### src/rtl/t1lb_pkg.sv
package t1lb_pkg;
    typedef enum logic [1:0] {
        LB_NONE    = 2'd0,
        LB_LOCAL   = 2'd1,
        LB_PAYLOAD = 2'd2,
        LB_FRAMER  = 2'd3
    } lb_mode_e;

    typedef struct packed {
        logic line_tx_en;
        logic line_tx_data;
        logic rxf_en;
        logic rxf_data;
        logic chan_clk;
        logic chan_blk;
    } path_out_s;
endpackage

### src/rtl/lb_mode_ctrl.sv
module lb_mode_ctrl
    import t1lb_pkg::*;
(
    input  logic     clk,
    input  logic     rst_n,
    input  logic     req_payload,
    input  logic     req_framer,
    input  logic     req_local,
    input  logic     bound,
    output lb_mode_e mode_eff
);
    lb_mode_e mode_q, mode_d, req_mode;

    always_comb begin
        if (req_framer)       req_mode = LB_FRAMER;
        else if (req_payload) req_mode = LB_PAYLOAD;
        else if (req_local)   req_mode = LB_LOCAL;
        else                  req_mode = LB_NONE;
        mode_d   = bound ? req_mode : mode_q;
        mode_eff = mode_d;
    end

    always_ff @(posedge clk) begin
        if (!rst_n) mode_q <= LB_NONE;
        else        mode_q <= mode_d;
    end


    mode_hold_chk: assert property (@(posedge clk) disable iff (!rst_n)
        !bound |=> mode_q == $past(mode_q));

    framer_wins_chk: assert property (@(posedge clk) disable iff (!rst_n)
        (bound && req_framer) |=> mode_q == LB_FRAMER);
endmodule

### src/rtl/lb_chan_timer.sv
module lb_chan_timer #(
    parameter int FRAME_BITS = 193,
    parameter int CHAN_BITS  = 8
) (
    input  logic clk,
    input  logic rst_n,
    input  logic bit_en,
    input  logic fbit,
    output logic chan_start,
    output logic fbit_slot
);
    localparam int IW = $clog2(FRAME_BITS);
    localparam logic [IW-1:0] LAST = IW'(FRAME_BITS - 1);

    logic [IW-1:0] idx_q, idx_d, idx_cur;

    always_comb begin
        if (fbit)               idx_cur = '0;
        else if (idx_q == LAST) idx_cur = LAST;
        else                    idx_cur = idx_q + IW'(1);
        idx_d      = bit_en ? idx_cur : idx_q;
        fbit_slot  = bit_en && fbit;
        chan_start = bit_en && (idx_cur != '0) &&
                     (((idx_cur - IW'(1)) % IW'(CHAN_BITS)) == '0);
    end

    always_ff @(posedge clk) begin
        if (!rst_n) idx_q <= '0;
        else        idx_q <= idx_d;
    end


    chan_excl_chk: assert property (@(posedge clk) disable iff (!rst_n)
        $onehot0({chan_start, fbit_slot}));
endmodule

### src/rtl/lb_path_mux.sv
module lb_path_mux
    import t1lb_pkg::*;
(
    input  logic      clk,
    input  logic      rst_n,
    input  lb_mode_e  mode,
    input  logic      tx_bit_en,
    input  logic      sys_tx_data,
    input  logic      rx_bit_en,
    input  logic      rx_fbit_pos,
    input  logic      rx_data,
    input  logic      ovh_bit,
    input  logic      line_rx_data,
    input  logic      chan_start,
    input  logic      fbit_slot,
    output path_out_s out
);
    path_out_s out_q, out_d;
    logic      tx_en_sel, tx_dat_sel, rx_en_sel, rx_dat_sel;

    always_comb begin
        unique case (mode)
            LB_PAYLOAD: begin
                tx_en_sel  = rx_bit_en;
                tx_dat_sel = rx_fbit_pos ? ovh_bit : rx_data;
            end
            LB_FRAMER: begin
                tx_en_sel  = tx_bit_en;
                tx_dat_sel = 1'b1;
            end
            default: begin
                tx_en_sel  = tx_bit_en;
                tx_dat_sel = sys_tx_data;
            end
        endcase
        if (mode == LB_LOCAL || mode == LB_FRAMER) begin
            rx_en_sel  = tx_bit_en;
            rx_dat_sel = sys_tx_data;
        end else begin
            rx_en_sel  = rx_bit_en;
            rx_dat_sel = line_rx_data;
        end

        out_d              = out_q;
        out_d.line_tx_en   = tx_en_sel;
        out_d.rxf_en       = rx_en_sel;
        if (tx_en_sel) out_d.line_tx_data = tx_dat_sel;
        if (rx_en_sel) out_d.rxf_data     = rx_dat_sel;
        out_d.chan_clk     = (mode != LB_PAYLOAD) && chan_start;
        out_d.chan_blk     = (mode != LB_PAYLOAD) && fbit_slot;
    end

    always_ff @(posedge clk) begin
        if (!rst_n) out_q <= '0;
        else        out_q <= out_d;
    end

    assign out = out_q;


    payload_chan_low_chk: assert property (@(posedge clk) disable iff (!rst_n)
        (mode == LB_PAYLOAD) |=> (!out_q.chan_clk && !out_q.chan_blk));

    payload_rx_timing_chk: assert property (@(posedge clk) disable iff (!rst_n)
        (mode == LB_PAYLOAD) |=> out_q.line_tx_en == $past(rx_bit_en));

    framer_ones_chk: assert property (@(posedge clk) disable iff (!rst_n)
        (mode == LB_FRAMER && tx_bit_en) |=> out_q.line_tx_data);

    local_rx_src_chk: assert property (@(posedge clk) disable iff (!rst_n)
        (mode == LB_LOCAL && tx_bit_en) |=> out_q.rxf_data == $past(sys_tx_data));
endmodule

### src/rtl/t1_loopback_sel.sv
module t1_loopback_sel
    import t1lb_pkg::*;
#(
    parameter int FRAME_BITS = 193,
    parameter int CHAN_BITS  = 8
) (
    input  logic clk,
    input  logic rst_n,
    input  logic lb_payload,
    input  logic lb_framer,
    input  logic lb_local,
    input  logic tx_bit_en,
    input  logic tx_fbit_pos,
    input  logic sys_tx_data,
    input  logic rx_bit_en,
    input  logic rx_fbit_pos,
    input  logic rx_data,
    input  logic ovh_bit,
    input  logic line_rx_data,
    output logic line_tx_en,
    output logic line_tx_data,
    output logic rxf_bit_en,
    output logic rxf_data,
    output logic tx_chan_clk,
    output logic tx_chan_blk
);
    lb_mode_e  mode_eff;
    logic      chan_start, fbit_slot;
    path_out_s po;

    lb_mode_ctrl i_ctrl (
        .clk        (clk),
        .rst_n      (rst_n),
        .req_payload(lb_payload),
        .req_framer (lb_framer),
        .req_local  (lb_local),
        .bound      (rx_bit_en && rx_fbit_pos),
        .mode_eff   (mode_eff)
    );

    lb_chan_timer #(.FRAME_BITS(FRAME_BITS), .CHAN_BITS(CHAN_BITS)) i_timer (
        .clk       (clk),
        .rst_n     (rst_n),
        .bit_en    (tx_bit_en),
        .fbit      (tx_fbit_pos),
        .chan_start(chan_start),
        .fbit_slot (fbit_slot)
    );

    lb_path_mux i_mux (
        .clk         (clk),
        .rst_n       (rst_n),
        .mode        (mode_eff),
        .tx_bit_en   (tx_bit_en),
        .sys_tx_data (sys_tx_data),
        .rx_bit_en   (rx_bit_en),
        .rx_fbit_pos (rx_fbit_pos),
        .rx_data     (rx_data),
        .ovh_bit     (ovh_bit),
        .line_rx_data(line_rx_data),
        .chan_start  (chan_start),
        .fbit_slot   (fbit_slot),
        .out         (po)
    );

    assign line_tx_en   = po.line_tx_en;
    assign line_tx_data = po.line_tx_data;
    assign rxf_bit_en   = po.rxf_en;
    assign rxf_data     = po.rxf_data;
    assign tx_chan_clk  = po.chan_clk;
    assign tx_chan_blk  = po.chan_blk;
endmodule

### config.mk
export PLATFORM = sky130hd
export DESIGN_NAME = t1_loopback_sel
export DESIGN_NICKNAME = d
export VERILOG_FILES = /design/src/rtl/t1lb_pkg.sv /design/src/rtl/lb_mode_ctrl.sv /design/src/rtl/lb_chan_timer.sv /design/src/rtl/lb_path_mux.sv /design/src/rtl/t1_loopback_sel.sv
export SDC_FILE = /design/constraint.sdc
export NUM_CORES = 1
export LEC_CHECK = 0
export ABC_AREA = 1
export BUFFER_PORTS_ARGS = -buffer_cell sky130_fd_sc_hd__buf_2
export CAP_MARGIN = 20
export CORE_MARGIN = 2
export CORE_UTILIZATION = 50
export CTS_BUF_LIST = sky130_fd_sc_hd__clkbuf_16
export CTS_CLUSTER_DIAMETER = 100
export DETAILED_ROUTE_END_ITERATION = 8
export HOLD_SLACK_MARGIN = 0.03
export PLACE_DENSITY = 0.75
export SKIP_LAST_GASP = 1
export SYNTH_ARGS = -nofsm -noshare
export SYNTH_HDL_FRONTEND = slang
export SYNTH_SLANG_ARGS = --single-unit
### constraint.sdc
create_clock -name clk -period 2.8 [get_ports clk]
set_input_delay 0.56 -clock clk [delete_from_list [all_inputs] [get_ports clk]]
set_output_delay 0.56 -clock clk [all_outputs]
set_load 0.01 [all_outputs]
* After elaboration in Yosys (flattened, before gate mapping)
Cells that the tools add are included.
Operators by class: equal/unequal tests 5, reduce and logical (&&, ||, !) cells 9, add/subtract/negate cells 2, mux-type cells 11
Operators by type and width (count):
- $mux 8 | 2
- $add 8x1->8 const B | 1
- $eq 8x8->1 const B | 1
- $logic_not 8->1 | 1
- $reduce_bool 8->1 | 1
- $logic_and 1x1->1 | 6
- $mux 2 | 3
- $mux 1 | 5
- $eq 2x2->1 const B | 2
- $sub 3x1->3 const B | 1
- $eq 2x1->1 const B | 1
- $ne 2x2->1 const B | 1
- $pmux 1 s2 | 1
- $logic_or 1x1->1 | 1
Storage, ports and cells: flip-flop bits (word level) 16, input bits 13, word-level logic and storage cells 35

* Depth between registers and ports, before layout
Gate-level depths: netlist of run 1.
word-level depth 7, mapped depth 10

* Cells and area by module
From an unflattened synthesis of run 1, not the netlist that was laid out.
Unflattened totals: cell total of the unflattened synthesis 140, area total of the unflattened synthesis 898.4 um^2
By module, submodules not included:
- lb_chan_timer | instances 1, cells each 80, area an instance 526.8 um^2, seq. area each 160.2 um^2
- lb_path_mux | instances 1, cells each 42, area an instance 266.5 um^2, seq. area each 120.1 um^2
- lb_mode_ctrl | instances 1, cells each 16, area an instance 97.6 um^2, seq. area each 40.0 um^2
- t1_loopback_sel | instances 1, cells each 2, area an instance 7.5 um^2, seq. area each 0.0 um^2

* Least setup slack after synthesis of run 1
OpenSTA, ideal clock, no wires.
kind input to register, start point input rx_bit_en, end point register i_mux.out_q, in the netlist i_mux.out[2], data required time 2.687 ns, library setup time 0.113 ns, setup slack 1.528 ns, arrival 1.159 ns, path buffers 0, stages on the path 9, path through nand2_2 > nor2_2 > nand2_2 > nand2_4 > nand2_1 > o21ai_1 > nand2_1 > nand2_1 > nor2_1
Between the ends: word-level cells in the longest chain between the ends 5
RTL lines:
- from (decl) | RTL line t1_loopback_sel.sv:15 | input logic rx_bit_en,
- $logic_and 1x1->1 | RTL line t1_loopback_sel.sv:37 | .bound (rx_bit_en && rx_fbit_pos),
- $mux 2 | RTL line lb_mode_ctrl.sv:19 | mode_d = bound ? req_mode : mode_q;
- $eq 2x1->1 or $eq 2x2->1 (tied branches) | RTL line lb_path_mux.sv:36 | if (mode == LB_LOCAL || mode == LB_FRAMER) begin
- $logic_or 1x1->1 | RTL line lb_path_mux.sv:36
- $mux 1 | RTL line lb_path_mux.sv:36
- to (signal assigned) | RTL line lb_path_mux.sv:55 | else out_q <= out_d;
- to (decl) | RTL line lb_path_mux.sv:18 | path_out_s out_q, out_d;
Several ways; a longest one is shown, not always the timed one. A chain may end at the register's enable or synchronous reset.

* Worst setup path in the final report of run 1
start point register i_timer.idx_q[0], end point register i_timer.idx_q[5]
Between the ends: word-level cells in the longest chain between the ends 3
RTL lines:
- from (decl) | RTL line lb_chan_timer.sv:15 | logic [IW-1:0] idx_q, idx_d, idx_cur;
- from (signal assigned) | RTL line lb_chan_timer.sv:29 | else idx_q <= idx_d;
- $add 8x1->8 or $eq 8x8->1 (tied branches) | RTL line lb_chan_timer.sv:20, lb_chan_timer.sv:19
- $mux 8 (*) | RTL line lb_chan_timer.sv:19 | else if (idx_q == LAST) idx_cur = LAST;
- $mux 8 (*) | RTL line lb_chan_timer.sv:18 | if (fbit) idx_cur = '0;
Every way passes the cells marked *; elsewhere a longest branch is shown, timed or not.

==> run_summary.xml, run 1 <==
<?xml version="1.0" encoding="UTF-8"?>
<metrics>
  <group name="outcome">
    <metric name="status" unit="">completed</metric>
  </group>
  <group name="finish">
    <metric name="utilization" unit="%">65.57</metric>
    <metric name="num-nets-final" unit="">162</metric>
    <metric name="layout.cell_area.non_filler" unit="sq um">1022</metric>
    <metric name="drive_gt1_share" unit="%">20.00</metric>
    <metric name="regArea" unit="sq um">320.3</metric>
    <metric name="top_library_cells_by_usage_in_the_layout_fill_and_taps_aside" unit="">34 x sky130_fd_sc_hd__nand2_1, 19 x sky130_fd_sc_hd__inv_1, 18 x sky130_fd_sc_hd__buf_2, 16 x sky130_fd_sc_hd__dfxtp_1, 13 x sky130_fd_sc_hd__nor2_1</metric>
    <metric name="final_common_cell" unit="">sky130_fd_sc_hd__nand2_1</metric>
    <metric name="multi_input_area" unit="sq um">445.4</metric>
    <metric name="diodes" unit="">0</metric>
    <metric name="syn2layout_area_growth" unit="%">20.15</metric>
    <metric name="num-fill-cells" unit="">148</metric>
  </group>
  <group name="cts">
    <metric name="htreeDepth" unit="">1</metric>
    <metric name="postCtsSetupRepairBufs" unit="">0</metric>
    <metric name="clock-root-buffer" unit="">sky130_fd_sc_hd__clkbuf_16</metric>
    <metric name="post_cts_resize_count" unit="">0</metric>
    <metric name="clk_transition_reported_paths" unit="ns">0.05</metric>
    <metric name="clk-insertion-delay-late" unit="ns">0.24</metric>
    <metric name="cts_sinks" unit="">16</metric>
    <metric name="cts_hold_repair.buffers" unit="">0</metric>
    <metric name="ctsLongestPathBuffers" unit="">2</metric>
    <metric name="cts_tree" unit="">built</metric>
    <metric name="clock_buffer_count_from_cts" unit="">3</metric>
  </group>
  <group name="place">
    <metric name="place_area" unit="sq um">947.2</metric>
    <metric name="gp_congestion" unit="">0.8123</metric>
    <metric name="hpwl" unit="mm">1.293</metric>
    <metric name="port_buffers" unit="">18</metric>
  </group>
  <group name="yosys">
    <metric name="mappedNetlistArea" unit="sq um">850.8</metric>
    <metric name="synth-seq-area-share" unit="%">37.65</metric>
    <metric name="synth_cell_type_count" unit="">19</metric>
    <metric name="synth.area.top_cells" unit="">sky130_fd_sc_hd__dfxtp_1 38%, sky130_fd_sc_hd__nand2_1 15%, sky130_fd_sc_hd__inv_1 8.4%</metric>
    <metric name="postSynthNetCount" unit="">140</metric>
    <metric name="synthesis.area_per_instance" unit="sq um">6.807</metric>
    <metric name="synth_top_cell_area_share" unit="%">37.65</metric>
    <metric name="synth_area_leader_cell" unit="">sky130_fd_sc_hd__dfxtp_1</metric>
    <metric name="syn_inst" unit="">125</metric>
    <metric name="yosys_warnings" unit="">0</metric>
    <metric name="ys_ff_latch" unit="">16</metric>
  </group>
  <group name="floorplan">
    <metric name="die_y" unit="um">45.25</metric>
    <metric name="initial_core_utilization" unit="%">54.57</metric>
    <metric name="pin_count" unit="">19</metric>
    <metric name="placeable_core_area" unit="sq um">1559</metric>
    <metric name="std_cell_rows" unit="">14</metric>
    <metric name="die-area" unit="sq um">2048</metric>
    <metric name="die_width" unit="um">45.25</metric>
  </group>
  <group name="power_and_ir_drop">
    <metric name="netSwitchingPower" unit="mW">0.1425</metric>
    <metric name="part_of_the_power_in_the_clock_network" unit="%">45.7</metric>
    <metric name="total_power" unit="mW">0.6002</metric>
    <metric name="p_leak" unit="nW">0.5036</metric>
    <metric name="power.share.combinational" unit="%">13.5</metric>
    <metric name="power-per-cell-area" unit="nW/um^2">587.2</metric>
    <metric name="power.sequential.fraction" unit="%">40.8</metric>
    <metric name="internal_power" unit="mW">0.4577</metric>
    <metric name="p_sw_share" unit="%">23.75</metric>
    <metric name="max-vdd-ir-drop" unit="mV">0.3125</metric>
  </group>
  <group name="critical_path">
    <metric name="worst-r2r-setup-slack" unit="ns">1.43</metric>
    <metric name="rr_startpoint" unit="">i_timer.idx_q[0]</metric>
    <metric name="cp_launch_type" unit="">flop</metric>
    <metric name="cp_data_arrival_time" unit="ns">1.51</metric>
    <metric name="worst_r2r_endpoint" unit="">i_timer.idx_q[5]</metric>
    <metric name="critPathRequiredTime" unit="ns">2.93</metric>
    <metric name="worstPathMaxFanout" unit="">4</metric>
    <metric name="setup.worst_path.end_class" unit="">flop</metric>
    <metric name="worst-setup-path-type" unit="">reg2reg</metric>
    <metric name="worst-r2r-cell-count" unit="">9</metric>
  </group>
  <group name="global_route">
    <metric name="global_route_wire_length_before_repair" unit="mm">3.263</metric>
    <metric name="grt_max_degree" unit="">12</metric>
    <metric name="initial_antenna_violation_count" unit="">0</metric>
    <metric name="via_count_of_the_first_global_routing_pass" unit="">802</metric>
    <metric name="grt_usage" unit="%">21.90</metric>
    <metric name="grt_overflow" unit="">0</metric>
  </group>
  <group name="drt">
    <metric name="detailroute.via_count" unit="">823</metric>
    <metric name="drt_drc_violations_left" unit="">0</metric>
    <metric name="vias_per_cell" unit="">5.112</metric>
    <metric name="route.detailed.wl_per_inst" unit="um">11.09</metric>
    <metric name="dr.pass1.iters" unit="">4</metric>
    <metric name="route.final.wire_length" unit="mm">1.786</metric>
    <metric name="postRouteAntennaNets" unit="">0</metric>
    <metric name="drt_first_iter_violations" unit="">31</metric>
  </group>
  <group name="sta">
    <metric name="worstMarginPinSlew" unit="ns">0.2825</metric>
    <metric name="rsz0062_at_grt" unit="">no</metric>
    <metric name="hold_violations" unit="">0</metric>
    <metric name="post_route_setup_tns" unit="ns">0</metric>
    <metric name="fin_hold_ws" unit="ns">0.4852</metric>
    <metric name="min_clock_period_post_route" unit="ns">1.374</metric>
    <metric name="maxClockFrequency" unit="MHz">727.9</metric>
    <metric name="timing.final.crit_share" unit="%">49.06</metric>
    <metric name="drv_slew" unit="">0</metric>
    <metric name="slew_headroom" unit="%">81.16</metric>
    <metric name="setup_viol" unit="">0</metric>
    <metric name="finalClockSkew" unit="ns">0.001035</metric>
  </group>
  <group name="min_path">
    <metric name="min_delay_path_depth" unit="">2</metric>
    <metric name="holdCritStartpoint" unit="">i_timer.idx_q[7]</metric>
    <metric name="hold_path_end" unit="">i_timer.idx_q[7]</metric>
    <metric name="min-delay-path-class" unit="">reg2reg</metric>
  </group>
  <group name="job">
    <metric name="drv.max_cap_violation_count" unit="">0</metric>
  </group>
</metrics>
per-layer routing:
layer  part of all wire (%)  vias up  track usage [%]
met5                      0        -                0
met4                    1.8        0            11.76
met3                    5.7        5            3.600
met2                     45       28            33.14
met1                     47      354            29.63
li1                       -      436                -
state kept, by name, summed over array words and instances (netlist names):
name / count
i_timer.idx_q: 8
i_mux.out: 6
i_ctrl.mode_q: 2
synthesized netlist by cell type:
| library cell | instances |
|---|---|
| sky130_fd_sc_hd__xor2_1 | 2 |
| sky130_fd_sc_hd__dfxtp_1 | 16 |
| sky130_fd_sc_hd__nand3_1 | 9 |
| sky130_fd_sc_hd__nand2_1 | 34 |
| sky130_fd_sc_hd__nor3_1 | 3 |
| sky130_fd_sc_hd__a21oi_1 | 7 |
| sky130_fd_sc_hd__ha_1 | 2 |
| sky130_fd_sc_hd__inv_1 | 19 |
| sky130_fd_sc_hd__nand3b_1 | 1 |
| sky130_fd_sc_hd__nor2_1 | 13 |
| sky130_fd_sc_hd__clkbuf_8 | 1 |
| sky130_fd_sc_hd__nand2_4 | 3 |
| sky130_fd_sc_hd__o21ai_1 | 1 |
| sky130_fd_sc_hd__nor4_1 | 1 |
| sky130_fd_sc_hd__nor2_4 | 1 |
| sky130_fd_sc_hd__o21ai_0 | 6 |
| sky130_fd_sc_hd__nand4_1 | 2 |
| sky130_fd_sc_hd__nand2_2 | 2 |
| sky130_fd_sc_hd__nor2_2 | 2 |
through the flow:
stage               setup slack [ns]  instances
finish                         1.426        161
floorplan                      1.528        125
detailed placement             1.282        158
global route                   1.260        161
global placement               1.333        158
CTS                            1.439        161
cells by family after synthesis:
family / after synthesis / share of synthesized area (%)
buf+inv: 20 / 10.00
compound gates: 14 / 8.234
simple gates: 71 / 39.12
xor+xnor: 2 / 2.059
flops: 16 / 37.65
fa+ha+maj: 2 / 2.941
worst max-delay path, stage by stage, from the launching register on:
cell and delay (ns):
sky130_fd_sc_hd__dfxtp_1 0.33, sky130_fd_sc_hd__inv_1 0.11, sky130_fd_sc_hd__ha_1 0.17, sky130_fd_sc_hd__nand2_1 0.05, sky130_fd_sc_hd__nor3_1 0.13, sky130_fd_sc_hd__nand2_1 0.13, sky130_fd_sc_hd__nand2_1 0.10, sky130_fd_sc_hd__nand2_1 0.05
sky130_fd_sc_hd__nand2_1 0.11, sky130_fd_sc_hd__nor2_1 0.07
how the worst max path moves through the flow:
stage | startpoint | to | slack [ns] | depth (start not counted)
CTS | i_timer.idx_q[0] | i_timer.idx_q[5] | 1.44 | 9
global route | i_timer.idx_q[0] | i_timer.idx_q[5] | 1.26 | 9
finish | i_timer.idx_q[0] | i_timer.idx_q[5] | 1.43 | 9
floorplan | rx_bit_en | i_mux.out[2] | 1.53 | 9
global placement | rx_bit_en | i_mux.out[2] | 1.33 | 10
detailed placement | rx_bit_en | i_mux.out[2] | 1.28 | 10
power by group through the flow:
stage                     clock network [mW]  logic (mW)  registers (mW)
after global routing                   0.282      0.0918           0.246
final                                  0.274      0.0809           0.245
after global placement                     0      0.0777           0.249
after detailed placement                   0      0.0792           0.249
after floorplan                            0      0.0507           0.252
after CTS                              0.274      0.0811           0.245
final cells by class:
cell class              instances  area share (%)
well taps                      16           1.958
clock buffers                   3           7.344
inverters                      19           6.977
multi-input cells              89           43.57
flip-flops and latches         16           31.33
repair buffers                 18           8.813
Note: power is estimated with default switching activity, not from simulation.
==> run 2: changes to the inputs <==
- CORE_UTILIZATION: 50 -> 46
- PLACE_DENSITY: 0.75 -> 0.72
- clock period: 2.8 -> 1.1 ns (I/O delays scaled with it)
==> run_summary.xml, run 2 (same netlist as run 1, synthesis figures left out) <==
<?xml version="1.0" encoding="UTF-8"?>
<metrics>
  <group name="drt">
    <metric name="route.final.wire_length" unit="mm">2.154</metric>
    <metric name="route.detailed.wl_per_inst" unit="um">11.97</metric>
    <metric name="vias_per_cell" unit="">4.928</metric>
    <metric name="drt_first_iter_violations" unit="">24</metric>
    <metric name="drt_drc_violations_left" unit="">0</metric>
    <metric name="postRouteAntennaNets" unit="">0</metric>
    <metric name="detailroute.via_count" unit="">887</metric>
    <metric name="dr.pass1.iters" unit="">4</metric>
  </group>
  <group name="finish">
    <metric name="num-nets-final" unit="">171</metric>
    <metric name="drive_gt1_share" unit="%">39.35</metric>
    <metric name="largest-register" unit="">i_timer.idx_q</metric>
    <metric name="finalNonFillerCells" unit="">180</metric>
    <metric name="top_library_cells_by_usage_in_the_layout_fill_and_taps_aside" unit="">30 x sky130_fd_sc_hd__nand2_1, 18 x sky130_fd_sc_hd__buf_2, 17 x sky130_fd_sc_hd__inv_1, 13 x sky130_fd_sc_hd__dfxtp_1, 9 x sky130_fd_sc_hd__nor2_1</metric>
    <metric name="diodes" unit="">0</metric>
    <metric name="final_common_cell" unit="">sky130_fd_sc_hd__nand2_1</metric>
    <metric name="largest_reg_flops" unit="">8</metric>
    <metric name="syn2layout_area_growth" unit="%">44.27</metric>
  </group>
  <group name="global_route">
    <metric name="global_route_wire_length_before_repair" unit="mm">3.194</metric>
    <metric name="initial_antenna_violation_count" unit="">0</metric>
    <metric name="via_count_of_the_first_global_routing_pass" unit="">767</metric>
    <metric name="grt_overflow" unit="">0</metric>
    <metric name="grt_usage" unit="%">21.21</metric>
    <metric name="grt_max_degree" unit="">12</metric>
  </group>
  <group name="cts">
    <metric name="cts_sinks" unit="">16</metric>
    <metric name="clk_transition_reported_paths" unit="ns">0.05</metric>
    <metric name="cts_hold_repair.buffers" unit="">0</metric>
    <metric name="ctsLongestPathBuffers" unit="">2</metric>
    <metric name="htreeDepth" unit="">1</metric>
    <metric name="clk-insertion-delay-late" unit="ns">0.25</metric>
    <metric name="clock-root-buffer" unit="">sky130_fd_sc_hd__clkbuf_16</metric>
    <metric name="cts_tree" unit="">built</metric>
    <metric name="clock_buffer_count_from_cts" unit="">3</metric>
  </group>
  <group name="min_path">
    <metric name="min_delay_path_depth" unit="">4</metric>
    <metric name="holdCritStartpoint" unit="">tx_fbit_pos</metric>
    <metric name="hold_path_end" unit="">i_timer.idx_q[7]</metric>
    <metric name="min-delay-path-class" unit="">in2reg</metric>
  </group>
  <group name="critical_path">
    <metric name="worst-r2r-cell-count" unit="">8</metric>
    <metric name="worstPathMaxFanout" unit="">3</metric>
    <metric name="max_stage_delay" unit="ns">0.37</metric>
    <metric name="critical_path_buf_inv_count" unit="">2</metric>
    <metric name="critical_path.slowest_cell" unit="">sky130_fd_sc_hd__dfxtp_4</metric>
    <metric name="cp_launch_type" unit="">flop</metric>
    <metric name="setup.worst_path.end_class" unit="">flop</metric>
    <metric name="critPathRequiredTime" unit="ns">1.28</metric>
    <metric name="cp_data_arrival_time" unit="ns">1.37</metric>
    <metric name="rr_startpoint" unit="">i_timer.idx_q[0]</metric>
    <metric name="worst_path_dominant_cell_family" unit="">flip-flops</metric>
    <metric name="crit_path_cell_trace" unit="">inv_4, ha_4, nand2_2, nor3_2, nand2_1, buf_6, nand4_1, a21oi_2</metric>
    <metric name="worst-setup-path-type" unit="">reg2reg</metric>
    <metric name="worst-r2r-setup-slack" unit="ns">-0.09</metric>
    <metric name="worst_r2r_endpoint" unit="">i_timer.idx_q[1]</metric>
  </group>
  <group name="place">
    <metric name="gp_congestion" unit="">0.9334</metric>
    <metric name="place_inst" unit="">172</metric>
    <metric name="port_buffers" unit="">18</metric>
    <metric name="hpwl" unit="mm">1.326</metric>
  </group>
  <group name="sta">
    <metric name="setup_viol" unit="">9</metric>
    <metric name="slew_headroom" unit="%">79.21</metric>
    <metric name="worstMarginPinSlew" unit="ns">0.3115</metric>
    <metric name="hold_violations" unit="">0</metric>
    <metric name="timing.final.crit_share" unit="%">108.4</metric>
    <metric name="finalClockSkew" unit="ns">0.0006770</metric>
    <metric name="drv_slew" unit="">0</metric>
    <metric name="postLayoutSetupSlackWorst" unit="ns">-0.09189</metric>
    <metric name="maxClockFrequency" unit="MHz">839.0</metric>
    <metric name="rsz0062_at_grt" unit="">yes</metric>
    <metric name="post_route_setup_tns" unit="ns">-0.4839</metric>
    <metric name="min_clock_period_post_route" unit="ns">1.192</metric>
  </group>
  <group name="power_and_ir_drop">
    <metric name="p_leak" unit="nW">0.5639</metric>
    <metric name="power-per-cell-area" unit="nW/um^2">1295</metric>
    <metric name="max-vdd-ir-drop" unit="mV">1.195</metric>
    <metric name="total_power" unit="mW">1.589</metric>
  </group>
  <group name="floorplan">
    <metric name="die-area" unit="sq um">2209</metric>
    <metric name="std_cell_rows" unit="">15</metric>
    <metric name="die_y" unit="um">47.01</metric>
    <metric name="initial_core_utilization" unit="%">49.28</metric>
    <metric name="placeable_core_area" unit="sq um">1727</metric>
    <metric name="pin_count" unit="">19</metric>
    <metric name="die_width" unit="um">47.01</metric>
  </group>
  <group name="job">
    <metric name="drv.max_cap_violation_count" unit="">0</metric>
  </group>
  <group name="outcome">
    <metric name="violated_checks" unit="">setup timing</metric>
    <metric name="status" unit="">finished with violations</metric>
  </group>
</metrics>
-- run 2: metal layers --
layer / global-route usage, % / routed length [um]
met5: 0 / 0
met4: 10.00 / 55
met3: 5.769 / 98
met2: 37.26 / 1089
met1: 23.64 / 910
-- run 2: worst min-delay path, cell delays in order --
cell,delay [ns]
sky130_fd_sc_hd__buf_2,0.09
sky130_fd_sc_hd__nor2_1,0.05
sky130_fd_sc_hd__nand2_1,0.06
sky130_fd_sc_hd__a21oi_1,0.05
-- run 2: layout make-up --
class / instances / area, sq um
Multi-Input combinational cell: 89 / 550.5
Fill cell: 138 / 499.2
Sequential cell: 16 / 329.1
Timing Repair Buffer: 27 / 161.4
Inverter: 19 / 76.32
Clock buffer: 3 / 75.07
Tap cell: 25 / 31.28
Clock inverter: 1 / 3.754
-- run 2: power by group --
group / internal (mW) / switching, mW
clock network: 0.483 / 0.234
logic: 0.0985 / 0.146
registers: 0.608 / 0.0196
total: 1.19 / 0.400
-- run 2: what timing repair did --
action | in CTS | in global routing
buffers inserted | 3 | 1
pin swaps | 8 | 4
gates resized for setup | 15 | 15
endpoints found under the setup margin | 8 | 11
-- run 2: how the worst max path moves through the flow --
stage / from / endpoint / slack, ns / cells after the start
finish: i_timer.idx_q[0] / i_timer.idx_q[1] / -0.09 / 8
global route: i_timer.idx_q[1] / i_timer.idx_q[1] / -0.14 / 8
CTS: i_timer.idx_q[0] / i_timer.idx_q[4] / -0.11 / 9
detailed placement: i_timer.idx_q[0] / i_timer.idx_q[4] / -0.13 / 9
global placement: i_timer.idx_q[0] / i_mux.out[1] / -0.10 / 5
floorplan: i_timer.idx_q[0] / i_timer.idx_q[5] / -0.05 / 9
-- run 2: per-stage QoR --
| step | hold WS [ns] | area (sq um) | utilization [%] | setup WS, ns |
|---|---|---|---|---|
| finish | 0.2567 | 1227 | 71.09 | -0.09189 |
| global route | 0.2815 | 1227 | 71.09 | -0.1409 |
| CTS | 0.2624 | 1157 | 67.03 | -0.1103 |
| detailed placement | 0.4979 | 1002 | 58.04 | -0.1349 |
| global placement | 0.4961 | 1002 | 58.04 | -0.1003 |
| floorplan | 0.3404 | 857.1 | - | -0.04842 |
==> run 3: changes to the inputs <==
- CORE_UTILIZATION: 46 -> 50
- HOLD_SLACK_MARGIN: 0.03 -> not set
- PLACE_DENSITY: 0.72 -> 0.75
- SKIP_CTS_REPAIR_TIMING: not set -> 1
- clock period: 1.1 -> 1.4 ns (I/O delays scaled with it)
==> run_summary.xml, run 3 (same netlist as run 1, synthesis figures left out) <==
<?xml version="1.0" encoding="UTF-8"?>
<metrics>
  <group name="outcome">
    <metric name="status" unit="">completed</metric>
  </group>
  <group name="floorplan">
    <metric name="die-area" unit="sq um">2048</metric>
    <metric name="initial_core_utilization" unit="%">54.57</metric>
    <metric name="die_width" unit="um">45.25</metric>
    <metric name="placeable_core_area" unit="sq um">1559</metric>
    <metric name="die_y" unit="um">45.25</metric>
    <metric name="pin_count" unit="">19</metric>
    <metric name="std_cell_rows" unit="">14</metric>
  </group>
  <group name="global_route">
    <metric name="global_route_wire_length_before_repair" unit="mm">3.146</metric>
    <metric name="gr-usage-met1" unit="%">26.04</metric>
    <metric name="grt_busiest_layer" unit="">met2</metric>
    <metric name="grt_max_degree" unit="">12</metric>
    <metric name="groute.layer.met3.usage" unit="%">4.800</metric>
    <metric name="via_count_of_the_first_global_routing_pass" unit="">797</metric>
    <metric name="initial_antenna_violation_count" unit="">0</metric>
    <metric name="grt_overflow" unit="">0</metric>
    <metric name="grt_usage" unit="%">21.12</metric>
    <metric name="use_met2" unit="%">35.14</metric>
  </group>
  <group name="min_path">
    <metric name="min_delay_path_depth" unit="">3</metric>
    <metric name="min-delay-path-class" unit="">in2reg</metric>
  </group>
  <group name="drt">
    <metric name="drt_first_iter_violations" unit="">27</metric>
    <metric name="route.detailed.wl_per_inst" unit="um">10.64</metric>
    <metric name="detailroute.via_count" unit="">825</metric>
    <metric name="vias_per_cell" unit="">5.124</metric>
    <metric name="dr.pass1.iters" unit="">4</metric>
    <metric name="route.final.wire_length" unit="mm">1.713</metric>
    <metric name="drt_drc_violations_left" unit="">0</metric>
    <metric name="postRouteAntennaNets" unit="">0</metric>
  </group>
  <group name="power_and_ir_drop">
    <metric name="power-per-cell-area" unit="nW/um^2">1165</metric>
    <metric name="max-vdd-ir-drop" unit="mV">0.6269</metric>
    <metric name="p_leak" unit="nW">0.5034</metric>
  </group>
  <group name="finish">
    <metric name="layout.cell_area.non_filler" unit="sq um">1025</metric>
    <metric name="diodes" unit="">0</metric>
    <metric name="syn2layout_area_growth" unit="%">20.44</metric>
    <metric name="finalNonFillerCells" unit="">161</metric>
    <metric name="top_library_cells_by_usage_in_the_layout_fill_and_taps_aside" unit="">34 x sky130_fd_sc_hd__nand2_1, 18 x sky130_fd_sc_hd__inv_1, 18 x sky130_fd_sc_hd__buf_2, 16 x sky130_fd_sc_hd__dfxtp_1, 12 x sky130_fd_sc_hd__nor2_1</metric>
    <metric name="largest-register" unit="">i_timer.idx_q</metric>
    <metric name="num-nets-final" unit="">162</metric>
    <metric name="final_common_cell" unit="">sky130_fd_sc_hd__nand2_1</metric>
    <metric name="drive_gt1_share" unit="%">21.38</metric>
    <metric name="largest_reg_flops" unit="">8</metric>
  </group>
  <group name="critical_path">
    <metric name="critPathRequiredTime" unit="ns">1.54</metric>
    <metric name="cp_data_arrival_time" unit="ns">1.43</metric>
    <metric name="setup.worst_path.end_class" unit="">flop</metric>
    <metric name="worstPathMaxFanout" unit="">4</metric>
    <metric name="worst-setup-path-type" unit="">reg2reg</metric>
    <metric name="worst-r2r-cell-count" unit="">9</metric>
    <metric name="cp_launch_type" unit="">flop</metric>
  </group>
  <group name="sta">
    <metric name="drv_slew" unit="">0</metric>
    <metric name="slew_headroom" unit="%">83.64</metric>
    <metric name="timing.final.crit_share" unit="%">92.60</metric>
    <metric name="setup_viol" unit="">0</metric>
    <metric name="maxClockFrequency" unit="MHz">771.3</metric>
    <metric name="rsz0062_at_grt" unit="">yes</metric>
    <metric name="min_clock_period_post_route" unit="ns">1.296</metric>
    <metric name="fin_hold_ws" unit="ns">0.3234</metric>
    <metric name="hold_violations" unit="">0</metric>
    <metric name="worstMarginPinSlew" unit="ns">0.2445</metric>
    <metric name="finalClockSkew" unit="ns">0.0008050</metric>
  </group>
  <group name="cts">
    <metric name="ctsLongestPathBuffers" unit="">2</metric>
    <metric name="clk_transition_reported_paths" unit="ns">0.05</metric>
    <metric name="cts_tree" unit="">built</metric>
    <metric name="clock-root-buffer" unit="">sky130_fd_sc_hd__clkbuf_16</metric>
    <metric name="htreeDepth" unit="">1</metric>
    <metric name="clk-insertion-delay-late" unit="ns">0.24</metric>
    <metric name="clock_buffer_count_from_cts" unit="">3</metric>
    <metric name="cts_sinks" unit="">16</metric>
  </group>
  <group name="place">
    <metric name="gp_congestion" unit="">0.8287</metric>
    <metric name="place_area" unit="sq um">947.2</metric>
    <metric name="hpwl" unit="mm">1.293</metric>
    <metric name="port_buffers" unit="">18</metric>
    <metric name="place_inst" unit="">158</metric>
  </group>
  <group name="job">
    <metric name="drv.max_cap_violation_count" unit="">0</metric>
  </group>
</metrics>
run 3: cell count changes in the layout (fill, tap and decap cells not counted), moves of 2 or more:
cell                      change
sky130_fd_sc_hd__a21oi_1      +3
sky130_fd_sc_hd__inv_4        -2
sky130_fd_sc_hd__nor2_4       -2
sky130_fd_sc_hd__ha_1         +2
sky130_fd_sc_hd__ha_4         -2
sky130_fd_sc_hd__nand3_1      +3
sky130_fd_sc_hd__nand2_2      -4
sky130_fd_sc_hd__nor2_1       +3
sky130_fd_sc_hd__dfxtp_1      +3
sky130_fd_sc_hd__nand2_1      +4
sky130_fd_sc_hd__nand3_4      -2
sky130_fd_sc_hd__buf_4        -8
sky130_fd_sc_hd__dfxtp_4      -2
sky130_fd_sc_hd__a21oi_2      -3
run 3: final timing paths:
path / from / endpoint / slack [ns]
max: i_timer.idx_q[0] / i_timer.idx_q[5] / 0.10
min: rst_n / i_mux.out[2] / 0.32
max reg2reg: i_timer.idx_q[0] / i_timer.idx_q[5] / 0.10
min reg2reg: i_timer.idx_q[7] / i_timer.idx_q[7] / 0.49
run 3: routing by layer:
metal | wire, um | vias to the layer above
li1 | - | 433
met1 | 802 | 373
met2 | 825 | 14
met3 | 57 | 5
met4 | 27 | 0
met5 | 0 | -
run 3: power breakdown:
group / internal, mW / total, mW / switching [mW]
clock network: 0.375 / 0.545 / 0.170
registers: 0.479 / 0.491 / 0.0122
logic: 0.0610 / 0.158 / 0.0966
run 3: per-stage QoR:
stage / util [%] / setup TNS, ns / power [mW] / setup slack, ns
3_5_place_dp: 60.75 / 0 / 0.6569 / 0.1236
3_3_place_gp: 60.75 / 0 / 0.6524 / 0.1623
2_1_floorplan: - / 0 / 0.6062 / 0.2424
5_1_grt: 65.73 / -0.09131 / 1.246 / -0.03871
6_report: 65.73 / 0 / 1.194 / 0.1036
4_1_cts: 65.57 / 0 / 1.199 / 0.08168
run 3: critical path, stage by stage (launching register included):
cell                      delay (ns)
sky130_fd_sc_hd__dfxtp_1        0.34
sky130_fd_sc_hd__inv_2          0.08
sky130_fd_sc_hd__ha_1           0.14
sky130_fd_sc_hd__nand2_1        0.05
sky130_fd_sc_hd__nor3_1         0.14
sky130_fd_sc_hd__nand2_1        0.13
sky130_fd_sc_hd__nand2_1        0.11
sky130_fd_sc_hd__nand2_1        0.05
sky130_fd_sc_hd__nand2_1        0.10
sky130_fd_sc_hd__nor2_1         0.05
run 3: final cells by class:
cell class | instances | area (sq um)
tap | 16 | 20.02
sequential | 16 | 320.3
fill | 136 | 534.3
timing repair buffer | 18 | 90.09
inverter | 19 | 71.32
multi-input combinational | 89 | 447.9
clock buffer | 3 | 75.07
